==> config.mk <==
export PLATFORM = sky130hd
export DESIGN_NAME = cfgb_bridge
export DESIGN_NICKNAME = d
export VERILOG_FILES = /design/src/rtl/cfgb_pkg.sv /design/src/rtl/cfgb_latch.sv /design/src/rtl/cfgb_decode.sv /design/src/rtl/cfgb_resp.sv /design/src/rtl/cfgb_bridge.sv
export SDC_FILE = /design/constraint.sdc
export NUM_CORES = 1
export LEC_CHECK = 0
export ABC_AREA = 1
export BUFFER_PORTS_ARGS = -buffer_cell sky130_fd_sc_hd__buf_2
export CAP_MARGIN = 0
export CELL_PAD_IN_SITES_DETAIL_PLACEMENT = 0
export CELL_PAD_IN_SITES_GLOBAL_PLACEMENT = 1
export CORE_MARGIN = 2
export CORE_UTILIZATION = 30
export DETAILED_ROUTE_END_ITERATION = 8
export GPL_ROUTABILITY_DRIVEN = 0
export PLACE_DENSITY = 0.81
export SETUP_SLACK_MARGIN = 0.5
export SYNTH_ARGS = -nofsm -noshare
export SYNTH_HDL_FRONTEND = slang
export SYNTH_SLANG_ARGS = --single-unit
==> constraint.sdc <==
create_clock -name clk -period 2.1 [get_ports clk]
set_input_delay 0.21 -clock clk [delete_from_list [all_inputs] [get_ports clk]]
set_output_delay 0.21 -clock clk [all_outputs]
set_load 0.005 [all_outputs]
==> src/rtl/cfgb_pkg.sv <==
package cfgb_pkg;
   localparam int CFG_SPACE = 256;
   localparam int REG_W     = 8;

   typedef struct packed {
      logic [7:0]       bus;
      logic [7:0]       devfn;
      logic [REG_W-1:0] regno;
   } cfgb_target_t;
endpackage

==> src/rtl/cfgb_latch.sv <==
module cfgb_latch #(
   parameter int DATA_W   = 32,
   parameter int LEN_W    = 3,
   parameter int OFF_W    = 2,
   parameter int FULL_LEN = 4
) (
   input  logic              clk,
   input  logic              rst_n,
   input  logic              stb,
   input  logic              we,
   input  logic [OFF_W-1:0]  off,
   input  logic [LEN_W-1:0]  len,
   input  logic [DATA_W-1:0] wdata,
   output logic [DATA_W-1:0] latch_q,
   output logic [DATA_W-1:0] rdata_q
);
   logic full_wr;
   logic rd;

   // only a whole-word access at offset zero reaches the pointer
   assign full_wr = stb & we & (off == '0) & (len == LEN_W'(FULL_LEN));
   assign rd      = stb & ~we;

   always_ff @(posedge clk) begin
      if (!rst_n) begin
         latch_q <= '0;
         rdata_q <= '0;
      end else begin
         if (full_wr) latch_q <= wdata;
         if (rd)      rdata_q <= latch_q;
      end
   end
endmodule

==> src/rtl/cfgb_decode.sv <==
module cfgb_decode
   import cfgb_pkg::*;
#(
   parameter int DATA_W  = 32,
   parameter int LEN_W   = 3,
   parameter int OFF_W   = 2,
   parameter int MAX_LEN = 4
) (
   input  logic [DATA_W-1:0] latch,
   input  logic [OFF_W-1:0]  off,
   input  logic [LEN_W-1:0]  len,
   output cfgb_target_t      tgt,
   output logic [LEN_W-1:0]  eff_len
);
   localparam int ROOM_W = REG_W + 1;

   logic [LEN_W-1:0]  req_len;
   logic [ROOM_W-1:0] room;

   always_comb begin
      tgt.bus   = latch[23:16];
      tgt.devfn = latch[15:8];
      tgt.regno = latch[REG_W-1:0] | REG_W'(off);
      req_len   = (len > LEN_W'(MAX_LEN)) ? LEN_W'(MAX_LEN) : len;
      room      = ROOM_W'(CFG_SPACE) - {1'b0, tgt.regno};
      eff_len   = (ROOM_W'(req_len) > room) ? room[LEN_W-1:0] : req_len;
   end
endmodule

==> src/rtl/cfgb_resp.sv <==
module cfgb_resp #(
   parameter int DATA_BYTES = 4,
   parameter int LEN_W      = 3,
   parameter int FUNC_W     = 3
) (
   input  logic                    clk,
   input  logic                    rst_n,
   input  logic                    rd_stb,
   input  logic                    enable,
   input  logic                    present,
   input  logic                    fn0_present,
   input  logic                    hotplug,
   input  logic [7:0]              devfn,
   input  logic [LEN_W-1:0]        eff_len,
   input  logic [8*DATA_BYTES-1:0] rs_rdata,
   output logic                    visible,
   output logic [8*DATA_BYTES-1:0] rdata_q
);
   localparam int DATA_W = 8 * DATA_BYTES;

   logic              hidden;
   logic [DATA_W-1:0] lane_mask;
   logic [DATA_W-1:0] merged;

   assign hidden  = hotplug & (devfn[FUNC_W-1:0] != '0) & ~fn0_present;
   assign visible = enable & present & ~hidden;

   for (genvar g = 0; g < DATA_BYTES; g++) begin : g_lane
      assign lane_mask[8*g +: 8] = {8{eff_len > LEN_W'(g)}};
   end

   assign merged = visible ? (rs_rdata & lane_mask) : '1;

   always_ff @(posedge clk) begin
      if (!rst_n)      rdata_q <= '0;
      else if (rd_stb) rdata_q <= merged;
   end
endmodule

==> src/rtl/cfgb_bridge.sv <==
module cfgb_bridge
   import cfgb_pkg::*;
#(
   parameter int DATA_BYTES = 4,
   parameter int LEN_W      = 3,
   parameter int FUNC_W     = 3,
   parameter int EN_BIT     = 31
) (
   input  logic                    clk,
   input  logic                    rst_n,
   input  logic                    ptr_stb,
   input  logic                    ptr_we,
   input  logic [1:0]              ptr_off,
   input  logic [LEN_W-1:0]        ptr_len,
   input  logic [8*DATA_BYTES-1:0] ptr_wdata,
   output logic [8*DATA_BYTES-1:0] ptr_rdata,
   input  logic                    win_stb,
   input  logic                    win_we,
   input  logic [1:0]              win_off,
   input  logic [LEN_W-1:0]        win_len,
   input  logic [8*DATA_BYTES-1:0] win_wdata,
   output logic [8*DATA_BYTES-1:0] win_rdata,
   output logic                    cq_valid,
   output logic                    cq_we,
   output logic [7:0]              cq_bus,
   output logic [7:0]              cq_devfn,
   output logic [7:0]              cq_reg,
   output logic [LEN_W-1:0]        cq_len,
   output logic [8*DATA_BYTES-1:0] cq_wdata,
   output logic                    cq_commit,
   input  logic                    cr_present,
   input  logic                    cr_fn0_present,
   input  logic                    cr_hotplug,
   input  logic [8*DATA_BYTES-1:0] cr_rdata
);
   localparam int DATA_W = 8 * DATA_BYTES;
   localparam int OFF_W  = $clog2(DATA_BYTES);

   if (DATA_BYTES != 4 || EN_BIT < 24 || EN_BIT >= DATA_W ||
       (1 << LEN_W) <= DATA_BYTES || FUNC_W < 1 || FUNC_W > 8) begin : g_bad_params
      $error("cfgb_bridge: unsupported parameter set");
   end

   logic [DATA_W-1:0] latch_q;
   logic              enable;
   cfgb_target_t      tgt;
   logic [LEN_W-1:0]  eff_len;
   logic              visible;

   cfgb_latch #(.DATA_W(DATA_W), .LEN_W(LEN_W), .OFF_W(OFF_W), .FULL_LEN(DATA_BYTES)) u_latch (
      .clk(clk), .rst_n(rst_n), .stb(ptr_stb), .we(ptr_we), .off(ptr_off[OFF_W-1:0]),
      .len(ptr_len), .wdata(ptr_wdata), .latch_q(latch_q), .rdata_q(ptr_rdata)
   );

   assign enable = latch_q[EN_BIT];

   cfgb_decode #(.DATA_W(DATA_W), .LEN_W(LEN_W), .OFF_W(OFF_W), .MAX_LEN(DATA_BYTES)) u_decode (
      .latch(latch_q), .off(win_off[OFF_W-1:0]), .len(win_len), .tgt(tgt), .eff_len(eff_len)
   );

   cfgb_resp #(.DATA_BYTES(DATA_BYTES), .LEN_W(LEN_W), .FUNC_W(FUNC_W)) u_resp (
      .clk(clk), .rst_n(rst_n), .rd_stb(win_stb & ~win_we), .enable(enable),
      .present(cr_present), .fn0_present(cr_fn0_present), .hotplug(cr_hotplug),
      .devfn(tgt.devfn), .eff_len(eff_len), .rs_rdata(cr_rdata),
      .visible(visible), .rdata_q(win_rdata)
   );

   assign cq_valid  = win_stb & enable;
   assign cq_we     = win_we;
   assign cq_bus    = tgt.bus;
   assign cq_devfn  = tgt.devfn;
   assign cq_reg    = tgt.regno;
   assign cq_len    = eff_len;
   assign cq_wdata  = win_wdata;
   assign cq_commit = cq_valid & win_we & visible;
endmodule

==> out/qor.csv <==
stage,metric,value,unit
synthesis,mean instance size in the synthesized netlist,7.62,µm²
clock_network,number of sinks driven by the clock tree,96,
synthesis,Cell variety after synth,24,
floorplanning,starting density of the core,30.8,%
synthesis,Synth Instances,540,
setup_path,endpoint class of the critical path,output pin,
floorplanning,horizontal die dimension,121,µm
cells_and_area,synthesis-to-layout area growth,34.9,%
place,total placed cells including tap cells,816,
detailed_routing,Detail Route Antenna Nets,0,
global_route,largest net degree at the start of global routing,97,
global_route,first-pass GRT wire length,19500,µm
setup_path,maximum fanout along the worst path,4,
cells_and_area,cell area after layout,5550,µm²
sta,maximum achievable frequency,441,MHz
setup_path,beginning of the worst register-to-register path,u_latch.latch_q[1]$_SDFFE_PN0P_,
synthesis,Synthesized Nets,657,
power_and_ir_drop,power per cell area,764,nW/µm²
global_route,initial antenna violation count,1,
sta,final worst slack,-168,ps
floorplanning,height of the die,121,µm
power_and_ir_drop,LEAKAGE,2.66,nW
detailed_routing,mean routed wirelength per cell,14.6,µm
cells_and_area,number of nets in the finished design,783,
detailed_routing,total number of vias,3959,
floorplanning,DIE AREA,14700,µm²
clock_network,number of H-tree levels,3,
setup_path,crit path launch type,register,
detailed_routing,1st-iter DRT viols,157,
sta,"Min Clock Period, post-route",2270,ps
place,half-perimeter wire length after detailed placement,8440,µm
detailed_routing,total length of routed wires,12400,µm
floorplanning,I/O pins,241,
place,IO Port Bufs,176,
synthesis,Synth Cell Area,4120,µm²
setup_path,Worst EP required,1890,ps
clock_network,Skew-Pair Late Insertion Delay,340,ps
hold_path,path category of the worst min-delay check,in2reg,
cells_and_area,non-filler cells in the finished layout,849,
clock_network,clock buffers created by TritonCTS,9,
setup_path,worst r2r dst,u_resp.rdata_q[2]$_SDFFE_PN0P_,
clock_network,clock transition at the register clock pins on the worst setup and hold paths after CTS,70,ps
sta,Hold Fails Final Rpt,0,
detailed_routing,DR DRC count,0,
synthesis,sequential-to-total area share from yosys stat,46.7,%
sta,RSZ-0062 raised after global routing,true,
floorplanning,Rows,42,
sta,number of endpoints failing setup at the final stage,27,
sta,Post-Route Setup TNS,-2510,ps
floorplanning,area of the placeable core,13300,µm²
global_route,number of global-route vias before repair,3893,
run,max-capacitance violation count,0,
setup_path,cells on worst reg2reg path,16,
place,post-place instance area,4810,µm²
setup_path,Setup crit start,u_latch.latch_q[1]$_SDFFE_PN0P_,
sta,Worst Tran Pin Value,1030,ps
synthesis,warning count from the yosys run,0,
clock_network,maximum count of clock buffers along a single path,2,
synthesis,#FFs+latches synth,96,
setup_path,Setup Crit Path Kind,reg2out,
clock_network,TritonCTS clock tree,built,
power_and_ir_drop,maximum VDD drop,0.322,mV
cells_and_area,share of final-layout standard cells stronger than drive strength 1,44.6,%
sta,part of the cycle the worst path needs,108,%
sta,final slew viol count,0,
sta,Max-Slew Margin vs Limit,31.4,%
global_route,GR Overflow Total,0,
clock_network,clock tree root buffer cell,clkbuf_16,
setup_path,Worst EP arrival,2060,ps
setup_path,reg-to-reg setup timing slack,-150,ps
detailed_routing,vias per cell,4.66,
setup_path,Worst setup endpoint,cq_len[2],
global_route,All-Layer GR Usage,16.8,%
status,run status,"complete, but fails checks",
status,failing checks,setup timing,
detailed_routing,1st-pass router iterations,4,
sta,final clock skew,4.13,ps
clock_network,hold buffer count at CTS,0,
per-layer routing:
layer / global-route usage, % / vias up / part of all wire [%]
li1: - / 1957 / -
met1: 20.2 / 1844 / 41
met2: 27.8 / 130 / 50
met3: 4.04 / 28 / 6.1
met4: 8.91 / 0 / 3.3
met5: 0 / - / 0
layout make-up:
class	instances	area, µm²
fillers	1388	7790
flip-flops and latches	96	1930
multi-input cells	340	1880
repair buffers	199	1110
clock buffers	9	225
well taps	176	220
clock inverters	7	96.3
inverters	20	80.1
diodes	2	5.00
how the worst min path moves through the flow:
stage	to	startpoint	slack (ps)	cells after the start
floorplan	u_resp.rdata_q[10]$_SDFFE_PN0P_	cr_rdata[10]	350	2
CTS	u_resp.rdata_q[26]$_SDFFE_PN0P_	cr_rdata[26]	90	3
detailed placement	cq_wdata[16]	win_wdata[16]	420	0
finish	u_resp.rdata_q[24]$_SDFFE_PN0P_	cr_rdata[24]	110	3
global placement	cq_wdata[16]	win_wdata[16]	420	0
global route	u_resp.rdata_q[6]$_SDFFE_PN0P_	cr_rdata[6]	110	3
registers in the layout (all words and copies together), names as in the netlist:
register         count
u_latch.rdata_q     32
u_resp.rdata_q      32
u_latch.latch_q     32
cells in the mapped netlist, drive strengths merged:
cell | instances | share of area (%)
buf | 56 | 10
nand2 | 53 | 5.8
clkbuf | 29 | 2.6
inv | 19 | 1.7
o21ai | 97 | 12
nor2 | 127 | 12
nand4 | 3 | 0.46
nor4b | 1 | 0.21
a21oi | 36 | 4.6
a21boi | 1 | 0.18
o31ai | 1 | 0.18
clkinv | 1 | 0.091
ha | 2 | 0.61
dfxtp | 96 | 47
o211ai | 1 | 0.18
nor3 | 2 | 0.24
nand3 | 15 | 2.6
report_power, final:
part           leakage, nW  total, mW  switching [mW]  internal (mW)
Sequential           0.789       1.94          0.0376           1.90
Clock                0.148       1.77           0.729           1.04
Combinational         1.72      0.532           0.293          0.239
per-stage QoR:
stage	hold WS, ps	util, %	worst slack [ps]	total power, mW
after floorplan	351	-	220	2.25
after global placement	420	36.1	66.9	2.42
after detailed placement	420	36.1	-43.2	2.43
after CTS	93.4	40.2	-142	4.26
after global routing	106	41.6	-265	4.44
final	109	41.6	-168	4.24
worst max-delay path, cell delays in order (launching register included):
cell,delay (ps)
dfxtp_2,360
inv_2,50
nand2_2,70
nor2_2,30
nand2_1,80
nand2_2,90
ha_4,270
a21boi_2,150
nand2_1,70
nand2_2,100
nand4_1,150
nand2_4,130
clkinv_4,60
buf_6,110
placed cells by master, fill, tap and decap left out, types with 9 or more instances in the layout:
cell       Yosys  routed
nand2_2        7      19
a21oi_2        2      23
o21ai_0       97      97
dfxtp_1       96      90
buf_4         55      18
clkbuf_16      0       9
a21oi_1       34      13
buf_2          0     175
inv_1         16      15
nor2_1       126     122
nand2_1       43      24
repair_timing:
item                                   4_1_cts  5_1_grt
setup endpoints to repair                   36       36
resized for setup                           32       40
endpoints found under the hold margin        0        0
pin swaps                                   22       15
gates cloned                                 1        0
buffers inserted                            11        3
logic make-up (layout without fill, tap and decap cells):
logic type	after synthesis	after routing	synth area share (%)
and+or+nand+nor	201	202	21.0
AOI/OAI and AO/OA	136	136	16.9
buffers and inverters	105	235	14.8
DFF	96	96	46.7
adders and majority gates	2	2	0.608
other	0	2	0
No activity file was read; power rests on OpenSTA's default activity.
